File: config.mk
export PLATFORM = sky130hd
export DESIGN_NAME = npb_trim_ctrl
export DESIGN_NICKNAME = d
export VERILOG_FILES = /design/src/rtl/npb_pkg.sv /design/src/rtl/npb_err_calc.sv /design/src/rtl/npb_band_cmp.sv /design/src/rtl/npb_sign_hyst.sv /design/src/rtl/npb_trim_ctrl.sv
export SDC_FILE = /design/constraint.sdc
export NUM_CORES = 1
export LEC_CHECK = 0
export BUFFER_PORTS_ARGS = -buffer_cell sky130_fd_sc_hd__buf_2
export CAP_MARGIN = 20
export CORE_MARGIN = 5
export CORE_UTILIZATION = 47
export DETAILED_ROUTE_END_ITERATION = 8
export PLACE_DENSITY_LB_ADDON = 0.2
export RECOVER_POWER = 100
export SYNTH_ARGS = -nofsm -noshare
export SYNTH_HDL_FRONTEND = slang
export SYNTH_SLANG_ARGS = --single-unit
File: constraint.sdc
create_clock -name clk -period 4.6 [get_ports clk]
set_input_delay 0.46 -clock clk [delete_from_list [all_inputs] [get_ports clk]]
set_output_delay 0.46 -clock clk [all_outputs]
set_load 0.05 [all_outputs]
File: src/rtl/npb_pkg.sv
// Package: shared types for the neutral-point balance trim controller.
// Assumes: nothing beyond IEEE 1800-2017 packed structs.
package npb_pkg;

    // Result of comparing the error magnitude against the two bands.
    typedef struct packed {
        logic above_dz;   // magnitude strictly greater than dead-band threshold
        logic above_hy;   // magnitude strictly greater than hysteresis threshold
    } band_t;

endpackage

File: src/rtl/npb_err_calc.sv
// Module: npb_err_calc
// Forms |cap - floor(bus/2)| combinationally. The result is one bit wider
// than the inputs so that no input combination can overflow.
// Assumes: both voltages are two's-complement values of VOLT_W bits.
module npb_err_calc #(
    parameter int VOLT_W = 16,
    localparam int ERR_W = VOLT_W + 1
) (
    input  logic signed [VOLT_W-1:0] cap_volt,
    input  logic signed [VOLT_W-1:0] bus_volt,
    output logic        [ERR_W-1:0]  err_mag
);
    logic signed [VOLT_W-1:0] mid_volt;
    logic signed [ERR_W-1:0]  err_s;

    // Midpoint and signed error, sign-extended to avoid wrap.
    always_comb begin
        mid_volt = bus_volt >>> 1;
        err_s    = ERR_W'(cap_volt) - ERR_W'(mid_volt);
        err_mag  = err_s[ERR_W-1] ? ERR_W'(-err_s) : ERR_W'(err_s);
    end
endmodule

File: src/rtl/npb_band_cmp.sv
// Module: npb_band_cmp
// Compares the error magnitude against the dead-band and hysteresis
// thresholds (both strict greater-than).
// Assumes: thresholds are unsigned; no ordering between them is required.
module npb_band_cmp
    import npb_pkg::*;
#(
    parameter int VOLT_W = 16,
    localparam int ERR_W = VOLT_W + 1
) (
    input  logic [ERR_W-1:0]  err_mag,
    input  logic [VOLT_W-1:0] dz_thr,
    input  logic [VOLT_W-1:0] hys_thr,
    output band_t             band
);
    // Two independent magnitude comparisons.
    always_comb begin
        band.above_dz = err_mag > ERR_W'(dz_thr);
        band.above_hy = err_mag > ERR_W'(hys_thr);
    end
endmodule

File: src/rtl/npb_sign_hyst.sv
// Module: npb_sign_hyst
// Holds the trim polarity and the re-arm flag of the sign-hysteresis stage.
// The polarity flips once per outward excursion past the hysteresis band
// while trimming is enabled; it re-arms when the magnitude is back inside.
// Assumes: step is high for one cycle per sample; state moves only then.
module npb_sign_hyst
    import npb_pkg::*;
(
    input  logic  clk,
    input  logic  rst_n,
    input  logic  step,
    input  band_t band,
    output logic  neg_nxt,    // polarity that applies to this sample
    output logic  neg_q       // polarity held since the last sample
);
    logic armed_q;
    logic flip;

    // Reversal condition for the current sample.
    always_comb begin
        flip    = band.above_dz && band.above_hy && armed_q;
        neg_nxt = neg_q ^ flip;
    end

    // Polarity and arm state, advanced only on a sample step.
    always_ff @(posedge clk) begin
        if (!rst_n) begin
            neg_q   <= 1'b0;
            armed_q <= 1'b1;
        end else if (step) begin
            neg_q   <= neg_nxt;
            armed_q <= !band.above_hy;
        end
    end
endmodule

File: src/rtl/npb_trim_ctrl.sv
// Module: npb_trim_ctrl (top)
// Dead-zone enable plus sign-hysteresis polarity produce a fixed-size
// duty trim for the primary bridge and its negation for the secondary.
// Outputs are registered and updated only on the sample strobe.
// Assumes: TRIM_MAG fits as a positive value in TRIM_W bits.
module npb_trim_ctrl
    import npb_pkg::*;
#(
    parameter int VOLT_W   = 16,
    parameter int TRIM_W   = 12,
    parameter int TRIM_MAG = 31
) (
    input  logic                     clk,
    input  logic                     rst_n,
    input  logic                     sample_vld,
    input  logic signed [VOLT_W-1:0] cap_volt,
    input  logic signed [VOLT_W-1:0] bus_volt,
    input  logic        [VOLT_W-1:0] dz_thr,
    input  logic        [VOLT_W-1:0] hys_thr,
    output logic signed [TRIM_W-1:0] trim_pri,
    output logic signed [TRIM_W-1:0] trim_sec,
    output logic                     trim_en
);
    localparam int ERR_W = VOLT_W + 1;
    localparam logic signed [TRIM_W-1:0] MAG_POS = TRIM_W'(TRIM_MAG);
    localparam logic signed [TRIM_W-1:0] MAG_NEG = -MAG_POS;

    logic [ERR_W-1:0] err_mag;
    band_t            band;
    logic             neg_nxt;
    logic             neg_q;
    logic signed [TRIM_W-1:0] trim_nxt;

    npb_err_calc #(.VOLT_W(VOLT_W)) u_err (
        .cap_volt (cap_volt),
        .bus_volt (bus_volt),
        .err_mag  (err_mag)
    );

    npb_band_cmp #(.VOLT_W(VOLT_W)) u_band (
        .err_mag (err_mag),
        .dz_thr  (dz_thr),
        .hys_thr (hys_thr),
        .band    (band)
    );

    npb_sign_hyst u_sign (
        .clk     (clk),
        .rst_n   (rst_n),
        .step    (sample_vld),
        .band    (band),
        .neg_nxt (neg_nxt),
        .neg_q   (neg_q)
    );

    // Trim selected by enable and the polarity for this sample.
    always_comb begin
        if (!band.above_dz) trim_nxt = '0;
        else if (neg_nxt)   trim_nxt = MAG_NEG;
        else                trim_nxt = MAG_POS;
    end

    // Output registers, loaded on each sample strobe.
    always_ff @(posedge clk) begin
        if (!rst_n) begin
            trim_pri <= '0;
            trim_sec <= '0;
            trim_en  <= 1'b0;
        end else if (sample_vld) begin
            trim_pri <= trim_nxt;
            trim_sec <= -trim_nxt;
            trim_en  <= band.above_dz;
        end
    end
endmodule

After elaboration in Yosys (flattened, before gate mapping)

Index checks and enable logic that the tools add are counted.

Bits in registers: 27
Output and inout bits: 25
Word-level logic and storage cells: 17
Input bits: 67

Add/sub/neg operators: 3
Reduce and logical (&&, ||, !) cells: 3
Bitwise operators: 1
Mux-type cells: 3
Magnitude comparators: 2

Operators by type and width:

| kind                                     | count |
|---|---|
| greater-than comparator 17 x 16 -> 1 bit | 2 |
| two-way mux 12 bit                       | 2 |
| two-way mux 17 bit                       | 1 |
| negator 17 bit                           | 1 |
| subtractor 16 x 15 -> 17 bit             | 1 |
| negator 12 bit                           | 1 |
| logical AND 1 bit                        | 2 |
| logical NOT 1 bit                        | 1 |
| XOR 1 bit                                | 1 |

Depth between registers and ports, before layout

Gate-level depths: netlist of the first run.

Depth in word-level cells: 10
Depth in mapped cells: 23
Gate-level depth less buffers: 22

Modules after synthesis

Synthesis of the first run repeated with hierarchy kept, for this count alone.

Cell total of the unflattened synthesis: 338
Area total of the unflattened synthesis: 2472.4 um^2

Modules (own cells, without submodules):

| module        | cells an instance | area each (um^2) | sequential area each (um^2) | instances |
|---|---|---|---|---|
| npb_err_calc  | 178               | 1239.9           | 0.0                         | 1 |
| npb_band_cmp  | 116               | 857.1            | 0.0                         | 1 |
| npb_trim_ctrl | 33                | 279.0            | 60.1                        | 1 |
| npb_sign_hyst | 11                | 96.3             | 40.0                        | 1 |

Worst setup path before layout of the first run

OpenSTA, ideal clock, no wires.

Kind: input to register
Start point: in cap_volt[0]
End point: reg trim_sec[9]
Library setup time: 0.117 ns
Path buffers: 0
Slack: -0.169 ns
Arrival: 4.652 ns
Required time: 4.483 ns
Cell stages on the path: 22
Cell sequence: inv_1 > ha_1 > fa_1 > nand2b_1 > a21bo_1 > o211ai_1 > a21oi_2 > xnor2_1 > or4b_4 > or2_0 > nor2b_1 > xnor2_1 > ha_1 > a21o_1 > a21oi_1 > o221ai_1 > a2111oi_0 > nor2_1 > nand2_1 > o311ai_1 > o311a_1 > a32o_1

Longest elaborated chain between the ends: 10
Elaborated cells on any way between the ends: 11
Classes of those cells: add/sub: 3; order compare: 2; mux: 3; bitwise: 1; reduce/logical: 2

Ends and longest elaborated chain:

| item                                                               | RTL line                               | text |
|---|---|---|
| start: declaration                                                 | npb_trim_ctrl.sv:16                    | `input logic signed [VOLT_W-1:0] cap_volt,` |
| subtractor 16 x 15 -> 17 bit (*)                                   | npb_err_calc.sv:19                     | `err_s = ERR_W'(cap_volt) - ERR_W'(mid_volt);` |
| negator 17 bit                                                     | npb_err_calc.sv:20                     | `err_mag = err_s[ERR_W-1] ? ERR_W'(-err_s) : ERR_W'(err_s);` |
| two-way mux 17 bit (*)                                             | npb_err_calc.sv:20                     |  |
| greater-than comparator 17 x 16 -> 1 bit, on equally long branches | npb_band_cmp.sv:18, npb_band_cmp.sv:19 |  |
| logical AND 1 bit (2 in a row)                                     | npb_sign_hyst.sv:21                    | `flip = band.above_dz && band.above_hy && armed_q;` |
| XOR 1 bit                                                          | npb_sign_hyst.sv:22                    | `neg_nxt = neg_q ^ flip;` |
| two-way mux 12 bit                                                 | npb_trim_ctrl.sv:59                    | `else if (neg_nxt) trim_nxt = MAG_NEG;` |
| two-way mux 12 bit (*)                                             | npb_trim_ctrl.sv:58                    | `if (!band.above_dz) trim_nxt = '0;` |
| negator 12 bit (*)                                                 | npb_trim_ctrl.sv:71                    | `trim_sec <= -trim_nxt;` |
| end signal: assignment                                             | npb_trim_ctrl.sv:71                    |  |
| end: declaration                                                   | npb_trim_ctrl.sv:21                    | `output logic signed [TRIM_W-1:0] trim_sec,` |

Mark *: on every way between the ends. The rest lies on a longest branch, timed or not.
A chain may end at the register's enable or synchronous reset.

Worst setup path in the final report of the first run

Start point: in bus_volt[1]
End point: reg trim_pri[0]

Longest elaborated chain between the ends: 5

Ends and longest elaborated chain:

| item                                         | RTL line            | text |
|---|---|---|
| start: declaration                           | npb_trim_ctrl.sv:17 | `input logic signed [VOLT_W-1:0] bus_volt,` |
| subtractor 16 x 15 -> 17 bit (*)             | npb_err_calc.sv:19  |  |
| negator 17 bit                               | npb_err_calc.sv:20  |  |
| two-way mux 17 bit (*)                       | npb_err_calc.sv:20  |  |
| greater-than comparator 17 x 16 -> 1 bit (*) | npb_band_cmp.sv:18  | `band.above_dz = err_mag > ERR_W'(dz_thr);` |
| two-way mux 12 bit (*)                       | npb_trim_ctrl.sv:58 |  |
| end signal: assignment                       | npb_trim_ctrl.sv:70 | `trim_pri <= trim_nxt;` |
| end: declaration                             | npb_trim_ctrl.sv:20 | `output logic signed [TRIM_W-1:0] trim_pri,` |

Marks and branches as above.

==> flow_metrics.py, run 1 <==
metrics = {
    "timing": {
        "final-setup-viol-count": 0,
        "slew_violations": 0,
        "relSlewSlack": 0.597,
        "hold_ws_ns": 0.490,
        "period_needed_ns": 4.50,
        "tightest_slew_ns": 0.608,
        "clock_skew_ns": 0.000534,
        "fin_crit_sh": 0.979,
        "hold_violations": 0,
        "clock.fmax_ghz": 0.222,
        "rsz0062_at_grt": "yes",
    },
    "setup_path": {
        "cp.required_ns": 4.70,
        "critPathMaxFanout": 4,
        "cp_data_arrival_time_ns": 4.61,
        "slowest_stage": "or4b_4",
        "path_cells": "buf_2, ha_4, fa_2, nand2b_4, a21bo_4, o211ai_1, a21oi_2, xnor2_2, or4b_4, or2_0, nor2b_4, xnor2_2, ha_1, a21o_1, a21oi_2, o221ai_2, a2111oi_2, nor2_2, buf_4, buf_4, o311a_1",
        "cp-start-kind": "input pin",
        "endpoint_kind": "flop",
        "critPathMaxStageDelay_ns": 0.53,
        "path_class": "in2reg",
    },
    "clocking": {
        "cts_tree": "yes",
        "cts_buffers": 3,
        "root_buffer": "clkbuf_8",
        "clock_latency_ns": 0.22,
        "cts_hold_buf": 0,
        "clk_pin_slew_ns": 0.03,
        "clk_path_buf_depth": 2,
        "clock-sinks": 5,
        "h-tree-depth": 1,
    },
    "yosys": {
        "synthCells": 361,
        "yosys.area.top_type": "ha_1",
        "avgSynthCellArea_um2": 7.13,
        "synth-main-ff-cell": "dfxtp_1",
        "async_reset_ff_frac": 0,
        "synth_most_common_cell": "inv_1",
        "seq_area_frac_synth": 0.0389,
        "ys_seq_elements": 5,
        "synth_area_leaders": "ha_1 (24%), inv_1 (7.6%), buf_4 (6.4%)",
        "synth.distinct_cells": 63,
        "synth_top_area_frac": 0.238,
        "synth_nets": 478,
        "synth_area_um2": 2570,
        "yosysWarningCount": 0,
        "synth-edff-count": 0,
        "netlist_top_cells_count": "inv_1 (52), ha_1 (49), a21oi_1 (30)",
    },
    "grt": {
        "grt_max_degree": 16,
        "antenna_found_initial": 0,
        "grt_pass1_wl_um": 11000,
        "grt_usage": 0.176,
        "grt_pass1_vias": 2704,
        "grt_remaining_overflow": 0,
    },
    "floorplanning": {
        "rows": 27,
        "die_x_um": 84,
        "die_h_um": 84,
        "pin_count": 92,
        "fp.coreArea_um2": 5410,
        "dieArea_um2": 7060,
        "start_util": 0.476,
    },
    "power": {
        "power.density_nw_per_um2": 282,
        "p_leak_nw": 1.97,
        "ir_drop_uv": 199,
    },
    "finish": {
        "drive_above_1_share": 0.376,
        "syn2layout_area_growth_pct": 43.2,
        "postLayoutCoreUtil": 0.682,
        "nets": 621,
        "antenna_cells": 0,
    },
    "route": {
        "top_layer": "met4",
        "viasPerCell": 5.05,
        "vias": 2902,
        "wl_met3_um": 263,
        "wl_met2_um": 3250,
        "met1Wirelength_um": 3070,
        "firstDrtPassIters": 4,
        "wl_per_cell_um": 11.6,
        "drtIter0Drc": 48,
        "drc": 0,
        "routed_wl_um": 6670,
        "ant_nets": 0,
    },
    "status": {
        "run_status": "finished, final reports clean",
    },
    "placed_design": {
        "dpl.hpwl_um": 5610,
        "port_buffers": 90,
        "place_congestion": 0.922,
    },
    "job": {
        "drv_cap": 0,
    },
    "hold_path": {
        "hp-class": "in2reg",
    },
}
==> routing by layer <==
metal,GRT usage,vias to the layer above
li1,-,1539
met1,0.226,1282
met2,0.309,69
met3,0.0197,12
met4,0.0497,0
met5,0,-
==> metrics by stage <==
stage                     instances  power, W  worst slack [ns]  instance area [µm²]  setup TNS [ns]
final                           575   0.00104            0.0978                 3690               0
after global routing            575   0.00114           -0.0579                 3690         -0.0856
after CTS                       571  0.000998           -0.0104                 3580         -0.0104
after detailed placement        567  0.000881            -0.395                 3460           -1.40
after global placement          567  0.000861            -0.331                 3460           -1.11
after floorplan                 361  0.000634           -0.0130                 2590         -0.0130
==> worst paths after layout <==
check | from | endpoint | slack, ns | depth (start not counted)
worst max-delay path | bus_volt[1] | trim_pri[0] | 0.1 | 21
worst min-delay path | sample_vld | u_sign.neg_q | 0.49 | 2
worst max register to register | u_sign.neg_q | trim_sec[9] | 3.47 | 3
worst min register to register | u_sign.armed_q | u_sign.armed_q | 0.52 | 2
==> flip-flops by register name, indices dropped and copies added (netlist names) <==
signal	count
u_sign.neg_q	1
trim_sec	2
trim_pri	1
u_sign.armed_q	1
==> critical path, delay by kind of cell <==
kind / cells / cell delay, ns
adder cells (fa/ha/maj): 3 / 0.81
buffers and inverters: 3 / 0.38
XOR/XNOR: 2 / 0.27
AND/OR/NAND/NOR: 5 / 1.15
AO/OA/AOI/OAI: 8 / 1.52
==> layout by cell type (no fill, tap or decap), drive strengths merged, types with 3 or more instances in the layout <==
cell and count:
xor2 9, a211o 4, nor2b 4, a21o 11, buf 142, a21oi 31
inv 52, nor2 27, a2111oi 4, a31oi 3, xnor2 17, o21ai 16
nand2 19, and2 3, nand4 8, nand2b 8, nand3 7, dfxtp 5
or2 3, o211ai 4, ha 49, or4 3, nor3 8, clkbuf 29
o311a 3
==> final cells by class <==
type                    count  area (µm²)
multi-input cells         275        2250
fillers                   499        1720
repair buffers            167        1000
inverters                  52         195
flip-flops and latches      5         100
well taps                  72        90.1
clock buffers               4        45.0
==> timing repair <==
action / in CTS / in global routing
hold endpoints to repair: 0 / 0
pin swaps: 13 / 30
endpoints found under the setup margin: 4 / 5
buffers inserted: 0 / 4
gates cloned: 0 / 0
gates resized for setup: 14 / 30
==> logic make-up (layout without fill, tap and decap cells) <==
family                     after synthesis  in the layout  synth area share
xor gates and xnor gates                26             26            0.0885
buffers and inverters                   81            223             0.160
AOI/OAI and AO/OA                       96             96             0.256
muxes                                    2              2           0.00778
DFF                                      5              5            0.0389
adders and majority gates               50             50             0.246
and+or+nand+nor                        101            101             0.203
==> power by group <==
part           total (W)  switching, W  internal, W
combinational   0.000900      0.000500     0.000400
clock          0.0000812     0.0000217    0.0000595
sequential     0.0000592    0.00000898    0.0000503
No activity file was read; power rests on OpenSTA's default activity.
==> run 2: changes to the inputs <==
--- a/config.mk
+++ b/config.mk
@@ -8,7 +8,7 @@
 export BUFFER_PORTS_ARGS = -buffer_cell sky130_fd_sc_hd__buf_2
 export CAP_MARGIN = 20
 export CORE_MARGIN = 5
-export CORE_UTILIZATION = 47
+export CORE_UTILIZATION = 52
 export DETAILED_ROUTE_END_ITERATION = 8
 export PLACE_DENSITY_LB_ADDON = 0.2
 export RECOVER_POWER = 100
==> constraint.sdc (replaced) <==
create_clock -name clk -period 4.3 [get_ports clk]
set_input_delay 0.43 -clock clk [delete_from_list [all_inputs] [get_ports clk]]
set_output_delay 0.43 -clock clk [all_outputs]
set_load 0.05 [all_outputs]
==> run 2 against run 1 <==
Against the previous run: the flow now finishes with violations (setup timing); worst hold slack got worse by 0.022 ns; clock skew barely moved; sequential power rose by 9.0%; cell area rose by 3.2%; final cell count rose by 1.6%; wire length rose by 16%; critical path depth rose by 2; core utilization rose by 12 points; critical path type unchanged.
==> flow_metrics.py, run 2 (synthesis gave the netlist of run 1 again) <==
metrics = {
    "placed_design": {
        "place_congestion": 0.931,
        "dpl.hpwl_um": 6310,
        "port_buffers": 90,
    },
    "floorplanning": {
        "dieArea_um2": 6460,
        "rows": 25,
        "fp.coreArea_um2": 4750,
        "die_x_um": 80.4,
        "pin_count": 92,
        "start_util": 0.541,
        "die_h_um": 80.4,
    },
    "grt": {
        "grt_pass1_wl_um": 12000,
        "grt_max_degree": 16,
        "grt_pass1_vias": 2958,
        "grt_usage": 0.225,
        "antenna_found_initial": 0,
        "grt_remaining_overflow": 0,
    },
    "clocking": {
        "clock_latency_ns": 0.22,
        "clk_path_buf_depth": 2,
        "cts_buffers": 3,
        "cts_hold_buf": 0,
        "root_buffer": "clkbuf_8",
        "clk_pin_slew_ns": 0.04,
        "clock-sinks": 5,
        "cts_tree": "yes",
        "h-tree-depth": 1,
    },
    "setup_path": {
        "cp.required_ns": 4.41,
        "path_class": "in2reg",
        "cp_data_arrival_time_ns": 4.76,
        "r2r_start": "u_sign.neg_q",
        "cp-start-kind": "input pin",
        "reg2reg_depth": 3,
        "cp_common_cell": "nand2_2",
        "crit_path_end": "trim_sec[9]",
        "critPathMaxFanout": 4,
        "r2r_end": "trim_sec[9]",
        "ff2ff_setup_slack_ns": 3.12,
        "critPathMaxStageDelay_ns": 0.54,
        "path_cells": "buf_8, inv_12, ha_4, fa_2, nand2b_4, a21bo_4, a211o_1, nand2_2, xor2_2, or4b_4, or2_4, nor2b_4, xnor2_2, ha_1, nand2_2, nor4_4, o21a_1, a21oi_2, a31oi_2, nand2_2, o21a_1, o311a_1, a32o_1",
        "endpoint_kind": "flop",
        "slowest_stage": "or4b_4",
        "crit_start": "cap_volt[0]",
    },
    "route": {
        "vias": 3058,
        "ant_nets": 0,
        "wl_per_cell_um": 13.2,
        "drtIter0Drc": 79,
        "firstDrtPassIters": 5,
        "viasPerCell": 5.24,
        "routed_wl_um": 7730,
        "drc": 0,
    },
    "finish": {
        "top_register": "trim_sec",
        "multi_input_area_um2": 2250,
        "layout_common_cells": "buf_4 (91), buf_2 (63), inv_1 (51)",
        "drive_above_1_share": 0.385,
        "seqCellArea_um2": 100,
        "largest_reg_flops": 2,
        "antenna_cells": 0,
        "nets": 635,
        "final_common_cell": "buf_4",
        "postLayoutCoreUtil": 0.800,
        "fill_cells": 360,
        "syn2layout_area_growth_pct": 47.8,
    },
    "status": {
        "failed_checks": "setup timing",
        "run_status": "finished, violations left",
    },
    "power": {
        "p_leak_nw": 2.04,
        "power.density_nw_per_um2": 306,
        "p_total_w": 0.00116,
        "ir_drop_uv": 163,
    },
    "timing": {
        "tightest_slew_ns": 0.628,
        "slew_violations": 0,
        "relSlewSlack": 0.583,
        "clock.fmax_ghz": 0.215,
        "period_needed_ns": 4.65,
        "fin_ws_ns": -0.345,
        "final-setup-viol-count": 5,
        "hold_violations": 0,
        "fin_crit_sh": 1.08,
        "hold_ws_ns": 0.468,
        "clock_skew_ns": 0.000659,
        "rsz0062_at_grt": "yes",
    },
    "hold_path": {
        "hp-class": "in2reg",
        "hp-start": "sample_vld",
    },
    "job": {
        "drv_cap": 0,
    },
}
## run 2: changes by cell type in the layout (fill, tap and decap cells not counted), sizes merged
cell / before / now
buf: 142 / 156
## run 2: metrics by stage
step	TNS [ns]	std cells	setup slack, ns	cell area [µm²]
after global placement	-2.10	569	-0.527	3550
final	-1.13	584	-0.345	3800
after floorplan	-0.560	361	-0.224	2630
after CTS	-0.712	575	-0.235	3670
after detailed placement	-2.63	569	-0.660	3550
after global routing	-2.01	584	-0.506	3800
## run 2: worst min-delay path by stage
stage                          end  depth (start not counted)
finish                u_sign.neg_q                          2
global route          u_sign.neg_q                          2
CTS                   u_sign.neg_q                          2
detailed placement  u_sign.armed_q                          2
global placement    u_sign.armed_q                          2
floorplan           u_sign.armed_q                          2
## run 2: final cells by class
cell class / instances / area share
clock buffers: 4 / 0.0118
inverters: 52 / 0.0546
multi-input cells: 275 / 0.591
flip-flops and latches: 5 / 0.0263
well taps: 67 / 0.0220
repair buffers: 181 / 0.294
## run 2: timing repair
item | in CTS | in global routing
resized for setup | 14 | 23
setup buffers | 2 | 9
pin swaps | 16 | 24
hold endpoints to repair | 0 | 0
setup endpoints to repair | 5 | 5
## run 2: layer usage
layer | wire [µm] | track usage
met5 | 0 | 0
met4 | 95 | 0.0422
met3 | 338 | 0.0157
met2 | 4100 | 0.456
met1 | 3190 | 0.251
## run 2: worst max-delay path: cells and delay by family
| family | cells | cell delay, ns |
|---|---|---|
| and+or+nand+nor | 8 | 1.61 |
| AOI/OAI and AO/OA | 8 | 1.54 |
| adders and majority gates | 3 | 0.82 |
| xor gates and xnor gates | 2 | 0.23 |
| buffers and inverters | 2 | 0.12 |
## run 2: power by group
| part | switching (W) | leakage [nW] | internal (W) |
|---|---|---|---|
| clock | 0.0000266 | 0.0228 | 0.0000640 |
| sequential | 0.0000108 | 0.0411 | 0.0000537 |
| combinational | 0.000557 | 1.98 | 0.000450 |
| total | 0.000595 | 2.04 | 0.000568 |
